<file path="src/rtl/ecc_wr_ctrl.sv">
module ecc_wr_ctrl #(
  parameter int AW = 16
) (
  input  logic          clk,
  input  logic          rst_n,
  input  logic          req_valid,
  input  logic          req_write,
  input  logic [AW-1:0] req_addr,
  input  logic [63:0]   req_wdata,
  input  logic [7:0]    req_be,
  output logic          busy,
  output logic          rsp_valid,
  output logic [63:0]   rsp_rdata,
  output logic          rsp_ce,
  output logic          rsp_ue,
  output logic          mem_valid,
  output logic          mem_write,
  output logic [AW-1:0] mem_addr,
  output logic [63:0]   mem_wdata,
  output logic [7:0]    mem_wcheck,
  input  logic [63:0]   mem_rdata,
  input  logic [7:0]    mem_rcheck,
  input  logic          reg_wr,
  input  logic [1:0]    reg_addr,
  input  logic [31:0]   reg_wdata,
  output logic [31:0]   reg_rdata
);

  typedef enum logic [1:0] {S_IDLE, S_RD, S_WAIT, S_WR} st_t;

  function automatic logic [6:0] enc7(input logic [63:0] d);
    logic [6:0] c;
    int j;
    c = '0;
    j = 0;
    for (int p = 3; p < 72; p++) begin
      if ((p & (p - 1)) != 0) begin
        if (d[j[5:0]]) c ^= p[6:0];
        j++;
      end
    end
    return c;
  endfunction

  function automatic logic [7:0] enc8(input logic [63:0] d);
    logic [6:0] c;
    c = enc7(d);
    return {^d ^ ^c, c};
  endfunction

  function automatic logic [63:0] fix(input logic [63:0] d, input logic [6:0] s);
    logic [63:0] r;
    int j;
    r = d;
    j = 0;
    for (int p = 3; p < 72; p++) begin
      if ((p & (p - 1)) != 0) begin
        if (p[6:0] == s) r[j[5:0]] = ~r[j[5:0]];
        j++;
      end
    end
    return r;
  endfunction

  st_t           st;
  logic          ecc_en, lock, dwe;
  logic [7:0]    mask;
  logic [7:0]    log_syn;
  logic          log_ce, log_ue;
  logic [AW-1:0] log_addr;
  logic          op_wr;
  logic [AW-1:0] op_addr;
  logic [63:0]   op_data;
  logic [7:0]    op_be;

  logic [6:0]  syn7;
  logic        par, err_ce, err_ue;
  logic [63:0] rd_word, merged;
  logic        acc, direct;
  logic        unused_bits;

  assign busy    = (st != S_IDLE);
  assign acc     = req_valid && (st == S_IDLE);
  assign direct  = req_write && ((req_be == 8'hFF) || !ecc_en || dwe);
  assign syn7    = mem_rcheck[6:0] ^ enc7(mem_rdata);
  assign par     = ^{mem_rdata, mem_rcheck};
  assign err_ce  = ecc_en && par;
  assign err_ue  = ecc_en && !par && (syn7 != 7'd0);
  assign rd_word = err_ce ? fix(mem_rdata, syn7) : mem_rdata;
  assign unused_bits = ^reg_wdata[30:8];

  always_comb
    for (int b = 0; b < 8; b++)
      merged[8*b +: 8] = op_be[b] ? op_data[8*b +: 8] : rd_word[8*b +: 8];

  always_comb
    case (reg_addr)
      2'd0:    reg_rdata = {28'd0, ecc_en, 2'b00, lock};
      2'd1:    reg_rdata = {24'd0, mask};
      2'd2:    reg_rdata = {22'd0, log_ue, log_ce, log_syn};
      default: reg_rdata = 32'(log_addr);
    endcase

  always_ff @(posedge clk or negedge rst_n) begin
    if (!rst_n) begin
      st <= S_IDLE;
      ecc_en <= 1'b0; lock <= 1'b0; dwe <= 1'b0; mask <= '0;
      log_syn <= '0; log_ce <= 1'b0; log_ue <= 1'b0; log_addr <= '0;
      op_wr <= 1'b0; op_addr <= '0; op_data <= '0; op_be <= '0;
      rsp_valid <= 1'b0; rsp_rdata <= '0; rsp_ce <= 1'b0; rsp_ue <= 1'b0;
      mem_valid <= 1'b0; mem_write <= 1'b0; mem_addr <= '0;
      mem_wdata <= '0; mem_wcheck <= '0;
    end else begin
      rsp_valid <= 1'b0;
      mem_valid <= 1'b0;
      case (st)
        S_IDLE: if (acc) begin
          op_wr <= req_write; op_addr <= req_addr;
          op_data <= req_wdata; op_be <= req_be;
          mem_valid <= 1'b1;
          mem_addr  <= req_addr;
          if (direct) begin
            mem_write  <= 1'b1;
            mem_wdata  <= req_wdata;
            mem_wcheck <= enc8(req_wdata) ^ mask;
            st <= S_WR;
          end else begin
            mem_write <= 1'b0;
            st <= S_RD;
          end
        end
        S_RD: st <= S_WAIT;
        S_WAIT: begin
          if (!op_wr) begin
            rsp_valid <= 1'b1;
            rsp_rdata <= rd_word;
            rsp_ce    <= err_ce;
            rsp_ue    <= err_ue;
            st <= S_IDLE;
          end else begin
            mem_valid  <= 1'b1;
            mem_write  <= 1'b1;
            mem_wdata  <= merged;
            mem_wcheck <= enc8(merged) ^ mask;
            st <= S_WR;
          end
        end
        default: st <= S_IDLE;
      endcase
      if (reg_wr) begin
        if (reg_addr == 2'd0) begin
          ecc_en <= reg_wdata[3];
          lock   <= reg_wdata[0];
        end else if (reg_addr == 2'd1) begin
          mask <= reg_wdata[7:0];
          if (!ecc_en) dwe <= reg_wdata[31];
        end
      end
      if ((st == S_WAIT) && (err_ce || err_ue) && !lock) begin
        log_syn  <= {par, syn7};
        log_ce   <= err_ce;
        log_ue   <= err_ue;
        log_addr <= op_addr;
        lock     <= 1'b1;
      end
    end
  end

endmodule

</file>
<file path="config.mk">
export PLATFORM = sky130hd
export DESIGN_NAME = ecc_wr_ctrl
export DESIGN_NICKNAME = d
export VERILOG_FILES = /design/src/rtl/ecc_wr_ctrl.sv
export SDC_FILE = /design/constraint.sdc
export NUM_CORES = 1
export LEC_CHECK = 0
export ABC_AREA = 1
export BUFFER_PORTS_ARGS = -buffer_cell sky130_fd_sc_hd__buf_2
export CELL_PAD_IN_SITES_DETAIL_PLACEMENT = 1
export CELL_PAD_IN_SITES_GLOBAL_PLACEMENT = 1
export CORE_ASPECT_RATIO = 0.7
export CORE_MARGIN = 1.5
export CORE_UTILIZATION = 41
export CTS_BUF_LIST = sky130_fd_sc_hd__clkbuf_2 sky130_fd_sc_hd__clkbuf_4 sky130_fd_sc_hd__clkbuf_8
export DETAILED_ROUTE_END_ITERATION = 12
export PLACE_DENSITY = 0.89
export RECOVER_POWER = 25
export SYNTH_ARGS = -nofsm -noshare
export SYNTH_HDL_FRONTEND = slang
export SYNTH_SLANG_ARGS = --single-unit
</file>
<file path="constraint.sdc">
create_clock -name clk -period 4.1 [get_ports clk]
set_clock_uncertainty 0.1 [all_clocks]
set_input_delay 0.82 -clock clk [delete_from_list [all_inputs] [get_ports clk]]
set_output_delay 0.82 -clock clk [all_outputs]
set_load 0.005 [all_outputs]
</file>
==> out/metrics.csv, run 1 <==
stage,metric,value,unit
synth,yosys_most_used_dff,dfrtp_1,
timing,worst_endpoint_kind,register data pin,
outcome,stop_stage,5_1_grt,
synth,synth_seq_cells,269,
synth,synth_area_leaders,"dfrtp_1 (30%), nand2_1 (24%), nand3_1 (7.3%)",
clocking,cts_max_level,2,
floorplanning,start_util,41.91,%
grt,track_usage,78.03,%
outcome,status,aborted with a tool error,
floorplanning,die_width,280.5,um
synth,synth_edf_count,0,
synth,synth.largest_area_cell,dfrtp_1,
placed_design,hpwlAfterDp,91480,um
placed_design,placed_area,28580,um^2
clocking,root_buffer,clkbuf_8,
timing,postGrtWorstEndpoint,mem_wcheck[7]$_DFFE_PN0P_/D,
synth,yosysTopAreaCellShare,30.46,%
placed_design,dpl.cell_count,4972,
synth,syn_area,22100,um^2
synth,async_flop_share,100.0,%
synth,ys_types,48,
floorplanning,ios,389,
outcome,error,[ERROR GRT-0232] Routing congestion too high. Check the congestion heatmap in the GUI.,
clocking,cts_made_buffers,46,
placed_design,dp_slack,-1.783,ns
placed_design,gp_congestion,1.020,
floorplanning,rows,70,
synth,ys_seq_area_share,30.46,%
placed_design,io_buffers,349,
grt,grt_max_degree,116,
clocking,clk_path_buf_depth,3,
floorplanning,die_h,197.2,um
synth,yosysWarnings,0,
synth,synthCells,3464,
synth,synth.avg_cell_area,6.380,um^2
grt,grt_overflow_total,157,
clocking,postCtsHoldBufs,0,
clocking,clock-sinks,269,
==> cell families after synthesis <==
logic type	after synthesis	synth area share, %
buffers and inverters	552	10.34
and+or+nand+nor	2016	39.37
muxes	18	0.9115
DFF	269	30.46
other	1	0.01697
AOI/OAI and AO/OA	342	8.249
xor gates and xnor gates	266	10.64
==> metrics by stage <==
| step | util (%) | TNS (ns) |
|---|---|---|
| after global placement | 54.21 | -13.04 |
| after floorplan | - | -0.1742 |
| after CTS | 59.90 | -3.736 |
| after detailed placement | 54.21 | -23.03 |
==> per-layer routing <==
layer  GRT overflow  global-route usage (%)
met5              0                   31.65
met4             76                   76.64
met3              4                   66.86
met2             76                   93.37
met1              1                   77.03
==> what timing repair did <==
action,CTS
setup endpoints to repair,8
resized for setup,399
setup buffers,61
pin swaps,129
cloned,3
==> synthesized netlist by cell type, types with 2 or more instances <==
library cell and instances:
nand2_1 1437, nand3_2 17, o21ai_2 8, xor2_1 137, o211ai_1 4, buf_4 27
buf_2 17, inv_2 80, clkinv_1 5, a21oi_4 2, dfrtp_1 269, a21oi_2 4
nand3_1 321, or2_1 3, nand2_2 70, nor2_8 4, o21ai_1 10, xor2_2 2
nand3b_1 13, a21oi_1 76, or2_2 47, nand2_4 5, buf_1 8, buf_6 7
xnor2_1 126, nor2_4 11, nor4_1 2, nor2_2 9, clkbuf_1 60, o21ai_0 225
nand4_1 19, inv_1 343, o21a_1 10, mux2_2 17, nor2_1 56
==> run 2, diff against run 1 <==
- CELL_PAD_IN_SITES_DETAIL_PLACEMENT: 1 -> not set
- CELL_PAD_IN_SITES_GLOBAL_PLACEMENT: 1 -> not set
- CORE_ASPECT_RATIO: 0.7 -> not set
- CORE_UTILIZATION: 41 -> 40
- CTS_BUF_LIST: sky130_fd_sc_hd__clkbuf_2 sky130_fd_sc_hd__clkbuf_4 sky130_fd_sc_hd__clkbuf_8 -> not set
- PLACE_DENSITY: 0.89 -> not set
- PLACE_DENSITY_LB_ADDON: not set -> 0.15
==> out/metrics.csv, run 2 <==
stage,metric,value,unit
placed_design,gp_congestion,0.9958,
timing,fin_crit_sh,113.3,%
synth,synth.avg_cell_area,6.380,um^2
pwr,p_leak,17.45,nW
worst_setup_path,path_buf_inv,10,
grt,grt_pass1_wl,139800,um
layout,final_cell_mix,"nand2_1 (1219), buf_4 (541), buf_2 (329), inv_1 (311), dfrtp_1 (269)",
placed_design,dp_slack,-1.470,ns
clocking,cts_made_buffers,34,
clocking,cts.reportedPaths.clkPinSlew,0.06,ns
synth,synthSimpleGateAreaFrac,39.37,%
timing,rsz0062_at_grt,true,
timing,layout_setup_ws,-0.5471,ns
synth,yosys.area_share.xor_xnor,10.64,%
synth,synthCells,3464,
outcome,violations,"capacitance limit, slew limit, setup timing",
grt,grt_max_degree,88,
synth,synthAdderAreaFrac,0,%
layout,reg_top3,"mem_wdata (64), op_data (64), rsp_rdata (64)",
synth,yosysWarnings,0,
floorplanning,start_util,40.74,%
clocking,clock-sinks,269,
pwr,power,0.02817,W
worst_setup_path,setup.worst_path.end_class,flop,
clocking,cts_max_level,2,
timing,finalSetupViolations,8,
grt,use_met1,45.93,%
worst_setup_path,cp_max_fo,8,
job,drv_cap,2,
worst_setup_path,max_stage_delay,0.23,ns
worst_setup_path,crit_required,4.41,ns
clocking,clk_path_buf_depth,3,
detailed_routing,wl,94730,um
timing,drv_slew,146,
layout,nNetsFinal,4525,
min_path,hold_depth,2,
detailed_routing,wl_per_cell,18.76,um
placed_design,io_buffers,349,
timing,worst_pin_slew,2.255,ns
detailed_routing,vias,25397,
timing,period_needed,4.647,ns
grt,antenna_found_initial,6,
synth,synthMuxAreaShare,0.9116,%
detailed_routing,vias_per_cell,5.028,
worst_setup_path,cp_top_family,simple AND/OR/NAND/NOR gates,
synth,yosysTopAreaCellShare,30.46,%
synth,synth_top_family_by_area,simple AND/OR/NAND/NOR gates,
layout,drive_gt1_share,37.53,%
synth,ys_types,48,
clocking,root_buffer,clkbuf_16,
worst_setup_path,crit_top_cell,nand2_1,
floorplanning,die_h,238.0,um
synth,ys_seq_area_share,30.46,%
floorplanning,rows,85,
layout,n_fill_cell,5198,
clocking,cts_tree,done,
timing,timing.fmax,215.2,MHz
layout,stdcell_count,5051,
timing,slew_headroom,-50.32,%
floorplanning,ios,389,
worst_setup_path,critPathLaunch,mem_rdata[25],
synth,yosys_most_used_dff,dfrtp_1,
min_path,hold_path_class,reg -> reg,
pwr,ir_drop,858.6,uV
grt,track_usage,32.72,%
synth,synth_compound_area_share,8.249,%
worst_setup_path,r2r-start,ecc_en,
outcome,status,"finished, violations left",
layout,area_growth,44.76,%
worst_setup_path,cp-start-kind,input port,
min_path,hold_path_end,mem_wdata[55],
grt,grt_pass1_vias,23235,
synth,synth_area_leaders,"dfrtp_1 (30%), nand2_1 (24%), nand3_1 (7.3%)",
floorplanning,die-area,56670,um^2
detailed_routing,drt-initial-drc-count,2135,
grt,grt_overflow_total,0,
layout,final_common_cell,nand2_1,
grt,met2_usage,50.58,%
layout,final_util,58.98,%
synth,synth_seq_cells,269,
worst_setup_path,critPathKind,in -> reg,
min_path,hold_start,mem_wdata[55],
timing,hold_violations,0,
worst_setup_path,r2r_cells,34,
grt,use_met3,4.836,%
synth,synth.largest_area_cell,dfrtp_1,
synth,synth_edf_count,0,
synth,yosys.cell_count.top_type,nand2_1,
detailed_routing,post-route-drc-count,0,
placed_design,hpwlAfterDp,75760,um
worst_setup_path,arrival,4.96,ns
worst_setup_path,cp_slowest_cell,nor2_4,
detailed_routing,ant_nets,0,
synth,syn_area,22100,um^2
synth,async_flop_share,100.0,%
clocking,clk_latency,0.56,ns
synth,synth_commonest_cells,"nand2_1 (1437), inv_1 (343), nand3_1 (321)",
pwr,p_per_area,880.6,nW/um^2
floorplanning,core-area,54240,um^2
placed_design,dpl.cell_count,4921,
worst_setup_path,ff2ff_setup_slack,0.36,ns
grt,busiest_layer,met2,
worst_setup_path,r2r-end,mem_wcheck[7],
floorplanning,die_width,238.0,um
detailed_routing,drt_first_pass_iters,6,
[run 2: cell counts after synthesis]
Identical to the previous run, type by type.
[run 2: stage by stage]
step	hold WS [ns]	instance area, um^2	TNS (ns)
after CTS	0.1979	31480	-2.505
after floorplan	0.3457	22170	-0.1742
after global routing	0.3775	31990	-9.951
after detailed placement	0.3606	28350	-11.21
after global placement	0.3584	28350	-10.82
final	0.3728	31990	-3.326
[run 2: layout make-up]
class / count / area, um^2 / share of cell area, %
well taps: 696 / 870.8 / 2.722
diodes: 4 / 10.01 / 0.03129
clock inverters: 14 / 257.7 / 0.8057
inverters: 430 / 1669 / 5.217
multi-input cells: 2659 / 14880 / 46.52
flip-flops and latches: 269 / 6731 / 21.04
clock buffers: 47 / 980.9 / 3.066
repair buffers: 932 / 6589 / 20.60
[run 2: logic make-up after synthesis]
family | Yosys count
mux | 18
xor+xnor | 266
buf+inv | 552
compound gates | 342
other cells | 1
flops | 269
simple gates | 2016
[run 2: repair_timing]
item / CTS / global route
hold buffers: 0 / 0
setup endpoints to repair: 8 / 8
pin swaps: 163 / 69
gates resized for setup: 410 / 119
setup buffers: 49 / 15
cloned: 2 / 0
[run 2: worst max path at each step]
stage | end | slack [ns] | depth (start not counted)
floorplan | mem_wcheck[7] | -0.17 | 43
global placement | mem_wcheck[0] | -1.41 | 39
detailed placement | mem_wcheck[0] | -1.47 | 38
CTS | mem_wcheck[7] | -0.39 | 50
global route | mem_wcheck[7] | -1.01 | 45
finish | mem_wcheck[7] | -0.55 | 50
[run 2: power by group]
part           total (W)  internal, W  switching [W]  leakage [nW]
Combinational     0.0201      0.00792         0.0121          13.6
Clock            0.00338      0.00212        0.00126         0.602
Sequential       0.00472      0.00393       0.000792          3.22
[run 2: worst min-delay path, stage by stage, from the launching register on]
cell and delay [ns]:
dfrtp_1 0.34, nand2_1 0.05, nand2_1 0.05
[run 2: routing by layer]
| layer | vias up | part of all wire (%) |
|---|---|---|
| met5 | - | 0.052 |
| met2 | 979 | 43 |
| met3 | 175 | 7.6 |
| li1 | 12461 | - |
| met1 | 11774 | 45 |
| met4 | 8 | 4.3 |
Power figures use the tool's default switching activity.
